===== src/rtl/spi_regport_pkg.sv =====
// Shared types for the serial register port.
// Assumes: register widths are limited to the four encodings below.
package spi_regport_pkg;

    // Register width class returned by the width map.
    typedef enum logic [1:0] {
        WID_8  = 2'd0,
        WID_12 = 2'd1,
        WID_16 = 2'd2,
        WID_24 = 2'd3
    } wid_e;

    // Position within one chip-select frame.
    typedef enum logic [1:0] {
        PH_CMD  = 2'd0,
        PH_DATA = 2'd1,
        PH_DONE = 2'd2
    } phase_e;

endpackage


===== src/rtl/spi_edge_sync.sv =====
// Synchronizes the serial inputs into the system clock domain and
// detects rising and falling edges of the serial clock.
// Assumes: the system clock is at least four times the serial clock rate.
// The data input passes through the same number of stages as the serial
// clock, so the value taken at a detected edge is the value the host
// presented around that edge.
module spi_edge_sync #(
    parameter int STAGES = 2
) (
    input  logic clk,
    input  logic rst_n,
    input  logic cs_n,
    input  logic sclk,
    input  logic din,
    output logic cs_act,
    output logic sclk_fall,
    output logic sclk_rise,
    output logic din_s
);
    localparam int TOP = STAGES - 1;

    logic [TOP:0] cs_q;
    logic [TOP:0] sck_q;
    logic [TOP:0] din_q;
    logic         sck_d;

    // Synchronizer chains, plus one delayed copy of the serial clock for edge detection.
    always_ff @(posedge clk) begin
        if (!rst_n) begin
            cs_q  <= '1;
            sck_q <= '1;
            din_q <= '0;
            sck_d <= 1'b1;
        end else begin
            cs_q  <= {cs_q[TOP-1:0], cs_n};
            sck_q <= {sck_q[TOP-1:0], sclk};
            din_q <= {din_q[TOP-1:0], din};
            sck_d <= sck_q[TOP];
        end
    end

    assign cs_act    = ~cs_q[TOP];
    assign sclk_fall = sck_d & ~sck_q[TOP];
    assign sclk_rise = ~sck_d & sck_q[TOP];
    assign din_s     = din_q[TOP];

endmodule


===== src/rtl/spi_width_map.sv =====
// Maps a register address to its width class, its byte count on the
// serial link and its clear-on-read attribute. The address bands are
// set by parameters.
// Assumes: W24_END <= W16_END <= W12_END and RWR_LO <= RWR_HI.
module spi_width_map
    import spi_regport_pkg::*;
#(
    parameter int ADDR_W  = 7,
    parameter int W24_END = 16,
    parameter int W16_END = 64,
    parameter int W12_END = 96,
    parameter int RWR_LO  = 4,
    parameter int RWR_HI  = 15
) (
    input  logic [ADDR_W-1:0] addr,
    output wid_e              wid,
    output logic [1:0]        nbytes,
    output logic              clr_en
);
    localparam logic [ADDR_W-1:0] B24 = ADDR_W'(W24_END);
    localparam logic [ADDR_W-1:0] B16 = ADDR_W'(W16_END);
    localparam logic [ADDR_W-1:0] B12 = ADDR_W'(W12_END);
    localparam logic [ADDR_W-1:0] CLO = ADDR_W'(RWR_LO);
    localparam logic [ADDR_W-1:0] CHI = ADDR_W'(RWR_HI);

    // Band lookup: the lowest band that contains the address wins.
    always_comb begin
        if (addr < B24) begin
            wid    = WID_24;
            nbytes = 2'd3;
        end else if (addr < B16) begin
            wid    = WID_16;
            nbytes = 2'd2;
        end else if (addr < B12) begin
            wid    = WID_12;
            nbytes = 2'd2;
        end else begin
            wid    = WID_8;
            nbytes = 2'd1;
        end
        clr_en = (addr >= CLO) && (addr <= CHI);
    end

endmodule


===== src/rtl/spi_frame_ctrl.sv =====
// Frame sequencer. It shifts in the command byte, decodes the direction
// and the address, counts data bytes against the width map, issues the
// register strobes and shifts read data out.
// Assumes: edge pulses and the synchronized data input come from
// spi_edge_sync, and the register file drives reg_rdata during reg_re.
module spi_frame_ctrl
    import spi_regport_pkg::*;
#(
    parameter int ADDR_W = 7,
    parameter int DATA_W = 24,
    parameter int BYTE_W = 8
) (
    input  logic              clk,
    input  logic              rst_n,
    input  logic              cs_act,
    input  logic              sclk_fall,
    input  logic              sclk_rise,
    input  logic              din_s,
    input  wid_e              wid,
    input  logic [1:0]        nbytes,
    input  logic              clr_en,
    input  logic [DATA_W-1:0] reg_rdata,
    output logic [ADDR_W-1:0] cmd_addr,
    output logic [DATA_W-1:0] reg_wdata,
    output logic              reg_we,
    output logic              reg_re,
    output logic              reg_clr,
    output logic              dout,
    output logic              dout_oe
);
    localparam int                CNT_W    = $clog2(BYTE_W);
    localparam logic [CNT_W-1:0]  LAST_BIT = CNT_W'(BYTE_W - 1);
    localparam logic [DATA_W-1:0] ONES     = '1;

    phase_e            phase;
    logic [CNT_W-1:0]  bit_cnt;
    logic [1:0]        byte_cnt;
    logic              is_rd;
    logic [DATA_W-1:0] rx;
    logic [DATA_W-1:0] tx;
    logic [DATA_W-1:0] rx_next;

    // Keeps the received value within the bits the register really holds.
    function automatic logic [DATA_W-1:0] trim(input logic [DATA_W-1:0] v, input wid_e w);
        case (w)
            WID_8:   trim = v & (ONES >> (DATA_W - 8));
            WID_12:  trim = v & (ONES >> (DATA_W - 12));
            WID_16:  trim = v & (ONES >> (DATA_W - 16));
            default: trim = v;
        endcase
    endfunction

    // Builds the value sent to the host: 12-bit registers are sign-extended to 16 bits.
    function automatic logic [DATA_W-1:0] widen(input logic [DATA_W-1:0] v, input wid_e w);
        if (w == WID_12)
            widen = {{(DATA_W-12){v[11]}}, v[11:0]} & (ONES >> (DATA_W - 16));
        else
            widen = trim(v, w);
    endfunction

    assign rx_next = {rx[DATA_W-2:0], din_s};

    // Frame state, shifting and strobes. Strobes last one cycle; a released select clears the frame.
    always_ff @(posedge clk) begin
        if (!rst_n) begin
            phase     <= PH_CMD;
            bit_cnt   <= '0;
            byte_cnt  <= '0;
            is_rd     <= 1'b0;
            rx        <= '0;
            tx        <= '0;
            cmd_addr  <= '0;
            reg_wdata <= '0;
            reg_we    <= 1'b0;
            reg_re    <= 1'b0;
            reg_clr   <= 1'b0;
            dout      <= 1'b0;
            dout_oe   <= 1'b0;
        end else begin
            reg_we  <= 1'b0;
            reg_re  <= 1'b0;
            reg_clr <= 1'b0;
            if (!cs_act) begin
                phase    <= PH_CMD;
                bit_cnt  <= '0;
                byte_cnt <= '0;
                is_rd    <= 1'b0;
                dout     <= 1'b0;
                dout_oe  <= 1'b0;
            end else begin
                if (reg_re)
                    tx <= widen(reg_rdata, wid) << (DATA_W - BYTE_W * int'(nbytes));
                if (sclk_fall && phase != PH_DONE) begin
                    rx      <= rx_next;
                    bit_cnt <= bit_cnt + 1'b1;
                    if (bit_cnt == LAST_BIT) begin
                        if (phase == PH_CMD) begin
                            cmd_addr <= rx_next[ADDR_W-1:0];
                            is_rd    <= ~rx[BYTE_W-2];
                            reg_re   <= ~rx[BYTE_W-2];
                            byte_cnt <= '0;
                            phase    <= PH_DATA;
                        end else if (byte_cnt == nbytes - 2'd1) begin
                            phase <= PH_DONE;
                            if (is_rd) begin
                                reg_clr <= clr_en;
                            end else begin
                                reg_we    <= 1'b1;
                                reg_wdata <= trim(rx_next, wid);
                            end
                        end else begin
                            byte_cnt <= byte_cnt + 2'd1;
                        end
                    end
                end
                if (sclk_rise && phase == PH_DATA && is_rd) begin
                    dout    <= tx[DATA_W-1];
                    tx      <= tx << 1;
                    dout_oe <= 1'b1;
                end
            end
        end
    end

endmodule


===== src/rtl/spi_regport.sv =====
// Top level of the serial register port. It connects the input
// synchronizer, the address width map and the frame sequencer. The
// dout pad buffer lives outside this block and is driven by dout_oe.
// Assumes: sclk idles high and each phase of sclk lasts at least four system clocks.
module spi_regport #(
    parameter int ADDR_W  = 7,
    parameter int DATA_W  = 24,
    parameter int STAGES  = 2,
    parameter int W24_END = 16,
    parameter int W16_END = 64,
    parameter int W12_END = 96,
    parameter int RWR_LO  = 4,
    parameter int RWR_HI  = 15
) (
    input  logic              clk,
    input  logic              rst_n,
    input  logic              cs_n,
    input  logic              sclk,
    input  logic              din,
    output logic              dout,
    output logic              dout_oe,
    output logic [ADDR_W-1:0] reg_addr,
    output logic [DATA_W-1:0] reg_wdata,
    output logic              reg_we,
    output logic              reg_re,
    input  logic [DATA_W-1:0] reg_rdata,
    output logic              reg_clr
);
    import spi_regport_pkg::*;

    logic       cs_act;
    logic       sclk_fall;
    logic       sclk_rise;
    logic       din_s;
    wid_e       wid;
    logic [1:0] nbytes;
    logic       clr_en;

    spi_edge_sync #(.STAGES(STAGES)) u_sync (
        .clk       (clk),
        .rst_n     (rst_n),
        .cs_n      (cs_n),
        .sclk      (sclk),
        .din       (din),
        .cs_act    (cs_act),
        .sclk_fall (sclk_fall),
        .sclk_rise (sclk_rise),
        .din_s     (din_s)
    );

    spi_width_map #(
        .ADDR_W  (ADDR_W),
        .W24_END (W24_END),
        .W16_END (W16_END),
        .W12_END (W12_END),
        .RWR_LO  (RWR_LO),
        .RWR_HI  (RWR_HI)
    ) u_map (
        .addr   (reg_addr),
        .wid    (wid),
        .nbytes (nbytes),
        .clr_en (clr_en)
    );

    spi_frame_ctrl #(
        .ADDR_W (ADDR_W),
        .DATA_W (DATA_W)
    ) u_ctrl (
        .clk       (clk),
        .rst_n     (rst_n),
        .cs_act    (cs_act),
        .sclk_fall (sclk_fall),
        .sclk_rise (sclk_rise),
        .din_s     (din_s),
        .wid       (wid),
        .nbytes    (nbytes),
        .clr_en    (clr_en),
        .reg_rdata (reg_rdata),
        .cmd_addr  (reg_addr),
        .reg_wdata (reg_wdata),
        .reg_we    (reg_we),
        .reg_re    (reg_re),
        .reg_clr   (reg_clr),
        .dout      (dout),
        .dout_oe   (dout_oe)
    );

endmodule


===== config.mk =====
export PLATFORM = sky130hd
export DESIGN_NAME = spi_regport
export DESIGN_NICKNAME = d
export VERILOG_FILES = /design/src/rtl/spi_regport_pkg.sv /design/src/rtl/spi_edge_sync.sv /design/src/rtl/spi_width_map.sv /design/src/rtl/spi_frame_ctrl.sv /design/src/rtl/spi_regport.sv
export SDC_FILE = /design/constraint.sdc
export NUM_CORES = 1
export LEC_CHECK = 0
export BUFFER_PORTS_ARGS = -buffer_cell sky130_fd_sc_hd__buf_2
export CAP_MARGIN = 15
export CORE_MARGIN = 4
export CORE_UTILIZATION = 45
export DETAILED_ROUTE_END_ITERATION = 10
export GPL_ROUTABILITY_DRIVEN = 0
export PLACE_DENSITY_LB_ADDON = 0.08
export SLEW_MARGIN = 10
export SYNTH_ARGS = -nofsm -noshare
export SYNTH_HDL_FRONTEND = slang
export SYNTH_SLANG_ARGS = --single-unit

===== constraint.sdc =====
create_clock -name clk -period 2.55 [get_ports clk]
set_input_delay 0.3825 -clock clk [delete_from_list [all_inputs] [get_ports clk]]
set_output_delay 0.3825 -clock clk [all_outputs]
set_load 0.01 [all_outputs]

# Word level (Yosys, flattened, before mapping)

Index checks and enable logic that the tools add are counted.

Input port bits: 29
Output and inout bits: 36
Register bits after elaboration: 98
Logic and storage cells: 84

Muxes and demuxes: 19
Reductions and logical operators: 19
Order comparisons: 5
$add $sub $neg: 4
Shifts and indexed selects: 1
Equality and inequality tests: 7
Bitwise operators: 12

Operator list:

| kind                | number |
|---|---|
| $mux 24             | 6 |
| $pmux 24 s3         | 1 |
| $pmux 24 s2         | 1 |
| $shl 24x32->24      | 1 |
| $mux 2              | 9 |
| $lt 7x7->1 const B  | 2 |
| $not 1->1           | 10 |
| $reduce_and 3->1    | 3 |
| $ge 7x3->1 const B  | 1 |
| $le 7x4->1 const B  | 1 |
| $lt 7x5->1 const B  | 1 |
| $reduce_or 7->1     | 1 |
| $reduce_and 6->1    | 1 |
| $reduce_or 6->1     | 1 |
| $sub 5x5->6 const A | 1 |
| $reduce_or 5->1     | 1 |
| $eq 2x1->1 const B  | 2 |
| $logic_and 1x1->1   | 4 |
| $logic_not 2->1     | 2 |
| $reduce_and 2->1    | 2 |
| $reduce_and 4->1    | 1 |
| $reduce_bool 2->1   | 2 |
| $add 3x1->3 const B | 1 |
| $eq 3x3->1 const B  | 1 |
| 9 further kinds     | 11 |

# Longest topological paths before layout

Gate-level depths: netlist of run 1.

Word-level depth: 13
Mapped depth: 7
Gate-level depth less buffers: 6

# Hierarchy

From an unflattened synthesis of run 1, not the netlist that was laid out.

Cells, all modules: 487
Area total of the unflattened synthesis: 4,209.0 µm²

By module, submodules not included:

| module         | area an instance (µm²) | cells each | sequential area each (µm²) | times used |
|---|---|---|---|---|
| spi_frame_ctrl | 3,978.8                | 463        | 1,821.7                    | 1 |
| spi_edge_sync  | 200.2                  | 17         | 140.1                      | 1 |
| spi_width_map  | 30.0                   | 7          | 0.0                        | 1 |

# Worst setup path after synthesis of run 1

OpenSTA, ideal clock, no wires.

Path kind: register to register
Start: reg u_ctrl.bit_cnt[0]
End: reg u_ctrl.is_rd
Data required time: 2,478 ps
Arrival time: 1,610 ps
Stages on the path, launching flop included: 8
Buffers on the path: 1
Library setup time: 72 ps
Path slack: 868 ps
Period minus slack after synthesis: 1,682 ps
Cell sequence: dfxtp_1 > ha_1 > ha_1 > nand3b_1 > or3_1 > clkbuf_1 > or2_2 > a21oi_1

Longest elaborated chain between the ends: 2

Ends and longest elaborated chain:

| item                       | line                 | text |
|---|---|---|
| from (decl)                | spi_frame_ctrl.sv:36 | `logic [CNT_W-1:0] bit_cnt;` |
| from (signal assigned)     | spi_frame_ctrl.sv:95 | `bit_cnt <= bit_cnt + 1'b1;` |
| $eq 3x3->1                 | spi_frame_ctrl.sv:96 | `if (bit_cnt == LAST_BIT) begin` |
| $reduce_and 3->1 (no line) | --                   |  |
| to (signal assigned)       | spi_frame_ctrl.sv:99 | `is_rd <= ~rx[BYTE_W-2];` |
| to (decl)                  | spi_frame_ctrl.sv:38 | `logic is_rd;` |

Every way passes these cells.
A chain may end at the register's enable or synchronous reset.

# Final worst setup path of run 1

Start: reg u_ctrl.cmd_addr[6]
End: reg u_ctrl.reg_wdata[3]

Longest elaborated chain between the ends: 7
Elaborated cells between the ends (all ways): 9
Those cells by class: add/sub: 1; order compare: 3; eq/ne: 1; mux: 3; reduce/logical: 1

Ends and longest elaborated chain:

| item                         | line                  | text |
|---|---|---|
| from (decl)                  | spi_frame_ctrl.sv:23  | `output logic [ADDR_W-1:0] cmd_addr,` |
| from (signal assigned)       | spi_frame_ctrl.sv:98  | `cmd_addr <= rx_next[ADDR_W-1:0];` |
| $lt 7x7->1                   | spi_width_map.sv:34   | `end else if (addr < B12) begin` |
| $mux 2                       | spi_width_map.sv:34   |  |
| $mux 2                       | spi_width_map.sv:31   | `end else if (addr < B16) begin` |
| $mux 2 *                     | spi_width_map.sv:28   | `if (addr < B24) begin` |
| $sub 2x1->2 *                | spi_frame_ctrl.sv:103 | `end else if (byte_cnt == nbytes - 2'd1) begin` |
| $eq 2x2->1 *                 | spi_frame_ctrl.sv:103 |  |
| $reduce_and 6->1 (no line) * | --                    |  |
| to (signal assigned)         | spi_frame_ctrl.sv:109 | `reg_wdata <= trim(rx_next, wid);` |
| to (decl)                    | spi_frame_ctrl.sv:24  | `output logic [DATA_W-1:0] reg_wdata,` |

Mark *: on every way between the ends. The rest lies on a longest branch, timed or not.

==> reports/metrics.cfg, run 1 <==
[synth]
async_flop_share_pct = 0
synthTopCellsByCount = 101 x nand2_1, 98 x dfxtp_1, 39 x mux2i_1
syn_area_per_cell_um2 = 8.886
yosysTopAreaCellShare_pct = 44.97
yosys.area.top_type = dfxtp_1
synth.distinct_cells = 53
synth-seq-cells = 98
ys_warn_count = 0
synth_edf_count = 0
ys_top_cells_by_area = dfxtp_1 45%, mux2i_1 8.9%, nand2_1 8.7%
yosysSeqAreaShare_pct = 44.97
syn_nets = 522
synthMostInstantiatedCell = nand2_1
syn_inst = 491
synth_area_um2 = 4363
synth_ff_type = dfxtp_1

[timing]
relSlewSlack_pct = 52.04
setup_viol = 0
fmax_mhz = 502.5
final.min_clock_period_ns = 1.990
worst_slew_pin_slew_ns = 0.7170
report.final.slew_viol_count = 0
min_period_over_period_pct = 78.04
final_hold_viol_count = 0
rsz0062_at_grt = false
skew_ns = 0.01113
tns_ns = 0
finalHoldWorstSlack_ns = 0.2011

[cts]
postCtsResizedCells = 0
ctsHoldBuffers = 0
postCtsSetupRepairBufs = 0
clockBufferDepth = 2
cts_tree = built
cts.sinks = 98
cts_max_level = 3
cts_buffers = 9
cts_root_buf = clkbuf_8
clk_latency_ns = 0.35
path_clk_slew_ns = 0.10

[critical_path]
critical_path_arrival_ns = 2.28
cp_cell_sequence = or3_1 > nand3_2 > a21oi_4 > buf_12 > mux2i_1
crit_family = flip-flops
crit_slowest_cell = dfxtp_1
critPathMaxFanout = 19
path_buf_inv = 1
critical-path-max-stage-delay_ns = 0.70
crit_type = reg2reg
worstSetupEndpointType = flop
start_kind = flop
cp.required_ns = 2.84

[global_routing]
grt_max_degree = 85
grt_pass1_wl_um = 17040
grt_overflow_total = 0
grt_usage_pct = 18.36
grt_pass1_vias = 3456
antenna_found_initial = 0

[cells_and_area]
num_antenna_cells = 0
final_nets = 574
area_growth_pct = 14.57
fin_cells = 677
fill_cells = 907
drive_gt1_share_pct = 20.44

[power_and_ir_drop]
power_mw = 2.762
ir_drop_mv = 0.2827
leakagePower_nw = 1.887
power_density_nw_per_um2 = 552.5

[floorplanning]
core_region_area_um2 = 9328
start_util_pct = 46.77
dieArea_um2 = 11330
io_pins = 65
placementRows = 35
die_x_um = 106.5
die_h_um = 106.5

[placement]
io_buffers = 64
place_inst = 661
dp_hpwl_um = 7109

[detailed_routing]
dr.pass1.iters = 4
avgViaCountPerCell = 5.340
detail-route-antenna-nets = 0
drt_iter0_drc = 228
route.vias.total = 3615
finalWirelength_um = 10000
drcViolationCount = 0
wl_per_cell_um = 14.77

[min_path]
hp-class = in2reg

[status]
status = finished, final reports clean

[job]
drv_cap = 0

## per-layer routing
layer / vias to the layer above / part of all wire [%] / track usage (%)
met3: 11 / 3.6 / 3.218
met1: 1733 / 48 / 25.43
met4: 0 / 1.3 / 5.388
met5: - / 0 / 0
met2: 59 / 47 / 29.37
li1: 1812 / - / -
## layout by cell type, fill, tap and decap left out, types with 2 or more instances in the layout
| master | instances |
|---|---|
| or3_1 | 2 |
| nand2b_1 | 8 |
| o21ai_0 | 17 |
| o211ai_1 | 5 |
| and4b_1 | 2 |
| and3_1 | 2 |
| or2_2 | 2 |
| ha_1 | 2 |
| o221a_2 | 4 |
| a22oi_1 | 4 |
| and2_1 | 3 |
| nand2_1 | 101 |
| nand4_1 | 3 |
| a211oi_1 | 2 |
| mux2_2 | 8 |
| nand3_1 | 27 |
| a211o_1 | 5 |
| clkinv_4 | 2 |
| nor3_1 | 6 |
| bufinv_16 | 2 |
| dfxtp_1 | 98 |
| clkbuf_8 | 9 |
| buf_12 | 2 |
| buf_2 | 64 |
| a21oi_1 | 27 |
| a21boi_0 | 29 |
| nor2_1 | 19 |
| nor2b_1 | 10 |
| inv_1 | 5 |
| mux2i_1 | 39 |
| buf_4 | 9 |
| a21boi_1 | 5 |
## cells by family (layout without fill, tap and decap cells)
kind of cell    Yosys count  in the layout  share of synthesized area, %
mux                      47             47                         11.01
simple gates            194            194                         21.28
buf+inv                  39             96                         4.531
flops                    98             98                         44.97
compound gates          110            110                         17.44
xor+xnor                  1              1                        0.2008
fa+ha+maj                 2              2                        0.5735
## layout make-up
cell class / count / area [µm²] / share of cell area, %
clock inverters: 6 / 97.59 / 1.952
clock buffers: 10 / 127.6 / 2.553
inverters: 5 / 18.77 / 0.3755
repair buffers: 75 / 427.9 / 8.561
flip-flops and latches: 98 / 1962 / 39.25
well taps: 129 / 161.4 / 3.229
multi-input cells: 354 / 2203 / 44.08
## flip-flops by register name, summed over array words and instances (netlist names)
name              cells
u_ctrl.reg_wdata     24
u_ctrl.tx            24
u_ctrl.rx            23
u_ctrl.cmd_addr       7
u_ctrl.bit_cnt        3
u_ctrl.byte_cnt       2
u_ctrl.phase          2
u_sync.cs_q           2
u_sync.din_q          2
u_sync.sck_q          2
u_ctrl.dout           1
u_ctrl.dout_oe        1
u_ctrl.is_rd          1
u_ctrl.reg_clr        1
u_ctrl.reg_re         1
u_ctrl.reg_we         1
u_sync.sck_d          1
## final timing paths
check,from,slack [ns],end,cells after the start
min,sclk,0.20,u_sync.sck_q[0],2
max,u_ctrl.cmd_addr[6],0.56,u_ctrl.reg_wdata[3],5
max reg2reg,u_ctrl.cmd_addr[6],0.56,u_ctrl.reg_wdata[3],5
min reg2reg,u_sync.sck_q[0],0.42,u_sync.sck_q[1],1
## power by group
| part | switching [mW] | leakage, nW | internal, mW | total (mW) |
|---|---|---|---|---|
| clock network | 0.550 | 0.113 | 0.567 | 1.12 |
| logic | 0.0584 | 0.984 | 0.0469 | 0.105 |
| registers | 0.00508 | 0.790 | 1.53 | 1.54 |
| total | 0.614 | 1.89 | 2.15 | 2.76 |
## through the flow
stage,utilization (%),setup WS [ns],instance area (µm²)
floorplan,-,0.8679,4363
global placement,51.17,0.6674,4773
detailed placement,51.17,0.5736,4773
CTS,53.59,0.5570,4999
global route,53.59,0.3824,4999
finish,53.59,0.5599,4999
Note: power is estimated with default switching activity, not from simulation.
==> run 2: changes to the inputs <==
==> constraint.sdc (replaced) <==
create_clock -name clk -period 1.7 [get_ports clk]
set_input_delay 0.255 -clock clk [delete_from_list [all_inputs] [get_ports clk]]
set_output_delay 0.255 -clock clk [all_outputs]
set_load 0.01 [all_outputs]
==> reports/metrics.cfg, run 2 (synthesis gave the netlist of run 1 again) <==
[floorplanning]
io_pins = 65
core_region_area_um2 = 9328
start_util_pct = 46.77
die_h_um = 106.5
placementRows = 35
dieArea_um2 = 11330
die_x_um = 106.5

[timing]
fin_ws_ns = 0.04784
final_hold_viol_count = 0
rsz0062_at_grt = true
min_period_over_period_pct = 97.19
skew_ns = 0.007838
relSlewSlack_pct = 75.40
setup_viol = 0
report.final.slew_viol_count = 0
worst_slew_pin_slew_ns = 0.3690
final.min_clock_period_ns = 1.652
fmax_mhz = 605.3

[placement]
dp_hpwl_um = 7411
place_area_um2 = 5021
io_buffers = 64
place_inst = 684
pre_cts_ws_ns = -0.03221

[detailed_routing]
route.vias.total = 3701
drt_iter0_drc = 200
drcViolationCount = 0
finalWirelength_um = 10600
dr.pass1.iters = 4
avgViaCountPerCell = 5.250
wl_per_cell_um = 15.03
detail-route-antenna-nets = 0

[cells_and_area]
drive_gt1_share_pct = 26.22
num_antenna_cells = 0
fin_cells = 705
final_area_um2 = 5363
final_cell_mix = 100 x nand2_1, 95 x dfxtp_1, 64 x buf_2, 39 x mux2i_1, 29 x a21boi_0
top_regs = u_ctrl.reg_wdata (24), u_ctrl.tx (24), u_ctrl.rx (23)
final_common_cell = nand2_1
final_nets = 602
area_growth_pct = 22.91

[cts]
cts_buffers = 9
clockBufferDepth = 2
ctsHoldBuffers = 0
clk_latency_ns = 0.36
cts_max_level = 3
cts.sinks = 98
cts_root_buf = clkbuf_8
cts_tree = built
path_clk_slew_ns = 0.10

[power_and_ir_drop]
ir_drop_mv = 0.5960
leakagePower_nw = 2.050
power_density_nw_per_um2 = 722.5

[min_path]
hp-class = in2reg

[global_routing]
grt_usage_pct = 18.57
grt_overflow_total = 0
antenna_found_initial = 0
grt_pass1_vias = 3507
grt_pass1_wl_um = 17130
grt_max_degree = 51

[critical_path]
path_buf_inv = 2
start_kind = flop
critical-path-max-stage-delay_ns = 0.36
cp.required_ns = 1.99
crit_family = flip-flops
crit_slowest_cell = dfxtp_2
cp_common_cell = ha_4
critPathMaxFanout = 5
critical_path_arrival_ns = 1.94
worstSetupEndpointType = flop
cp_cell_sequence = ha_4 > ha_4 > and4b_1 > nand2_2 > a21oi_4 > buf_12 > clkbuf_16 > mux2i_1
crit_type = reg2reg

[status]
status = finished, final reports clean

[job]
drv_cap = 0

==> run 2: cell types whose count changed in the layout (fill, tap and decap cells not counted), sizes merged <==
cell	change
clkbuf	+2
clkinv	+2
buf	+26
clkinvlp	+2
inv	-2
bufinv	-2
==> run 2: metrics by stage <==
stage	hold slack [ns]	total power [mW]	util, %	TNS, ns
CTS	0.05866	3.912	55.80	0
finish	0.06914	3.874	57.49	0
global route	0.06754	4.034	57.49	-0.5189
floorplan	0.3565	2.453	-	0
global placement	0.3908	2.534	53.83	0
detailed placement	0.3940	2.536	53.83	-0.05005
==> run 2: where the power goes <==
part           switching [mW]  internal (mW)  total, mW
logic                  0.0937         0.0831      0.177
clock network           0.818          0.572       1.39
registers             0.00648           2.30       2.31
total                   0.918           2.96       3.87
==> run 2: repair_timing <==
action	CTS	global route
setup buffers	0	2
pin swaps	0	2
setup endpoints to repair	6	39
gates cloned	0	3
hold endpoints to repair	0	0
gates resized for setup	2	15
==> run 2: worst paths after layout <==
check / start / end / slack [ns] / cells past startpoint
hold reg to reg: u_sync.sck_q[0] / u_sync.sck_q[1] / 0.42 / 1
setup reg to reg: u_ctrl.bit_cnt[1] / u_ctrl.reg_wdata[10] / 0.05 / 8
hold / removal: sclk / u_sync.sck_q[0] / 0.07 / 2
setup / recovery: u_ctrl.bit_cnt[1] / u_ctrl.reg_wdata[10] / 0.05 / 8
==> run 2: layout make-up <==
| class | instances | area, µm² |
|---|---|---|
| Sequential cell | 98 | 1966 |
| Clock buffer | 10 | 137.6 |
| Timing Repair Buffer | 103 | 775.7 |
| Inverter | 5 | 18.77 |
| Tap cell | 129 | 161.4 |
| Clock inverter | 6 | 42.54 |
| Multi-Input combinational cell | 354 | 2261 |
| Fill cell | 884 | 3965 |
==> run 2: worst reg2reg max path, stage by stage (launching register included) <==
cell and delay, ns:
dfxtp_2 0.36, ha_4 0.14, ha_4 0.14, and4b_1 0.25
nand2_2 0.09, a21oi_4 0.14, buf_12 0.15, clkbuf_16 0.15
mux2i_1 0.17
==> run 2: layer usage <==
metal,up-vias,part of all wire (%),GRT usage (%)
met5,-,0,0
met3,9,3.9,3.522
li1,1872,-,-
met4,0,0.89,5.388
met2,69,46,29.41
met1,1751,49,25.80
==> run 3: changes to the inputs <==
--- a/config.mk
+++ b/config.mk
@@ -7,8 +7,10 @@
 export LEC_CHECK = 0
 export BUFFER_PORTS_ARGS = -buffer_cell sky130_fd_sc_hd__buf_2
 export CAP_MARGIN = 15
+export CELL_PAD_IN_SITES_DETAIL_PLACEMENT = 0
+export CELL_PAD_IN_SITES_GLOBAL_PLACEMENT = 1
 export CORE_MARGIN = 4
-export CORE_UTILIZATION = 45
+export CORE_UTILIZATION = 39
 export DETAILED_ROUTE_END_ITERATION = 10
 export GPL_ROUTABILITY_DRIVEN = 0
 export PLACE_DENSITY_LB_ADDON = 0.08
==> reports/metrics.cfg, run 3 (synthesis gave the netlist of run 1 again) <==
[critical_path]
crit_type = reg2reg
cp.required_ns = 2.01
critPathMaxFanout = 6
critical_path_arrival_ns = 1.98
cp_common_cell = ha_4
rr_endpoint = u_ctrl.reg_wdata[0]
crit_slowest_cell = dfxtp_4
critical-path-max-stage-delay_ns = 0.37
reg2reg_from = u_ctrl.bit_cnt[1]
start_kind = flop
reg2reg_slack_ns = 0.03
crit_path_end = u_ctrl.reg_wdata[0]
worstSetupEndpointType = flop
cp_cell_sequence = ha_4 > ha_4 > and4b_1 > nand2_2 > a21oi_4 > bufbuf_16 > mux2i_1
worstRegToRegCells = 7
startpoint = u_ctrl.bit_cnt[1]

[placement]
dp_hpwl_um = 7410
io_buffers = 64
place_inst = 695
pre_cts_ws_ns = -0.02933
place_area_um2 = 5035

[floorplanning]
placementRows = 38
die_x_um = 113.8
die_h_um = 113.8
io_pins = 65
dieArea_um2 = 12940
start_util_pct = 40.07
core_region_area_um2 = 10890

[timing]
report.final.slew_viol_count = 0
fmax_mhz = 597.8
rsz0062_at_grt = true
skew_ns = 0.009804
fin_ws_ns = 0.02731
tns_ns = 0
relSlewSlack_pct = 75.17
final_hold_viol_count = 0
worst_slew_pin_slew_ns = 0.3724
final.min_clock_period_ns = 1.673
min_period_over_period_pct = 98.39
setup_viol = 0

[power_and_ir_drop]
pwr-share-seq_pct = 59.8
combPwrFrac_pct = 4.5
power_density_nw_per_um2 = 711.5
leakagePower_nw = 2.076
power_mw = 3.853
switching_share_pct = 23.58
intPower_mw = 2.944
p_switching_uw = 908.3
ir_drop_mv = 0.7348
p_clk_share_pct = 35.7

[cts]
cts.sinks = 98
cts_tree = built
clockBufferDepth = 2
cts_max_level = 3
cts_root_buf = clkbuf_8
path_clk_slew_ns = 0.09
cts_buffers = 9
clk_latency_ns = 0.38

[cells_and_area]
top_regs = u_ctrl.reg_wdata (24), u_ctrl.tx (24), u_ctrl.rx (23)
fill_cells = 1085
final_cell_mix = 100 x nand2_1, 93 x dfxtp_1, 64 x buf_2, 39 x mux2i_1, 31 x buf_4
final_common_cell = nand2_1
final_nets = 607
num_antenna_cells = 0
final_area_um2 = 5415
drive_gt1_share_pct = 26.85
area_growth_pct = 24.12
final-seq-area_um2 = 1973
fin_cells = 721
multi_input_area_um2 = 2253

[global_routing]
grt_pass1_vias = 3519
grt_overflow_total = 0
grt_usage_pct = 17.75
grt_pass1_wl_um = 18080
grt_max_degree = 53
antenna_found_initial = 0

[status]
status = finished, final reports clean

[detailed_routing]
route.vias.total = 3694
dr.pass1.iters = 4
drt_iter0_drc = 183
detail-route-antenna-nets = 0
wl_per_cell_um = 15.34
finalWirelength_um = 11060
drcViolationCount = 0
avgViaCountPerCell = 5.123

[job]
drv_cap = 0

[min_path]
hp-class = in2reg
worstHoldPathCells = 2

==> run 3: cell count changes in the layout (fill, tap and decap cells not counted), sizes merged <==
cell / previous run / this run
clkbuf: 12 / 11
buf: 101 / 107
clkinv: 4 / 3
bufbuf: 0 / 1
==> run 3: power groups by stage <==
| stage | clock (mW) | sequential, mW | combinational, mW |
|---|---|---|---|
| 2_1_floorplan | 0 | 2.36 | 0.0956 |
| 3_3_place_gp | 0 | 2.36 | 0.173 |
| 3_5_place_dp | 0 | 2.36 | 0.173 |
| 4_1_cts | 1.44 | 2.31 | 0.174 |
| 5_1_grt | 1.53 | 2.31 | 0.190 |
| 6_report | 1.38 | 2.30 | 0.174 |
==> run 3: cell type report <==
class	instances	share of cell area (%)
clock buffers	11	2.611
clock inverters	5	0.5545
inverters	5	0.3466
multi-input cells	354	41.61
flip-flops and latches	98	36.44
well taps	140	3.235
repair buffers	108	15.20
==> run 3: repair_timing <==
action                                  in CTS  in global routing
gates resized for setup                      9                 11
endpoints found under the setup margin      25                 41
gates cloned                                 3                  0
endpoints found under the hold margin        0                  0
buffers inserted                             4                  3
pin swaps                                    1                  1
hold buffers                                 0                  0
==> run 3: critical path, delay by kind of cell, from the launching register on <==
kind            cells  cell delay, ns
mux                 1            0.18
simple gates        2            0.32
flops               1            0.37
compound gates      1            0.15
fa+ha+maj           2            0.28
buf+inv             1            0.30
==> run 3: per-stage QoR <==
| step | utilization [%] | hold slack (ns) |
|---|---|---|
| 3_5_place_dp | 46.24 | 0.4026 |
| 2_1_floorplan | - | 0.3565 |
| 4_1_cts | 49.12 | 0.02069 |
| 5_1_grt | 49.74 | 0.02985 |
| 6_report | 49.74 | 0.05059 |
| 3_3_place_gp | 46.24 | 0.4035 |
==> run 3: how the worst min path moves through the flow <==
stage	from	end	slack [ns]
global route	sclk	u_sync.sck_q[0]	0.03
finish	sclk	u_sync.sck_q[0]	0.05
CTS	sclk	u_sync.sck_q[0]	0.02
global placement	u_sync.cs_q[0]	u_sync.cs_q[1]	0.40
floorplan	cs_n	u_sync.cs_q[0]	0.36
detailed placement	u_sync.cs_q[0]	u_sync.cs_q[1]	0.40
==> run 3: per-layer routing <==
| metal | vias up | routed length (µm) | GRT usage, % |
|---|---|---|---|
| met5 | - | 0 | 0 |
| met4 | 0 | 130 | 5.701 |
| met3 | 10 | 475 | 4.297 |
| met2 | 70 | 4910 | 27.44 |
| met1 | 1727 | 5544 | 24.48 |
| li1 | 1887 | - | - |
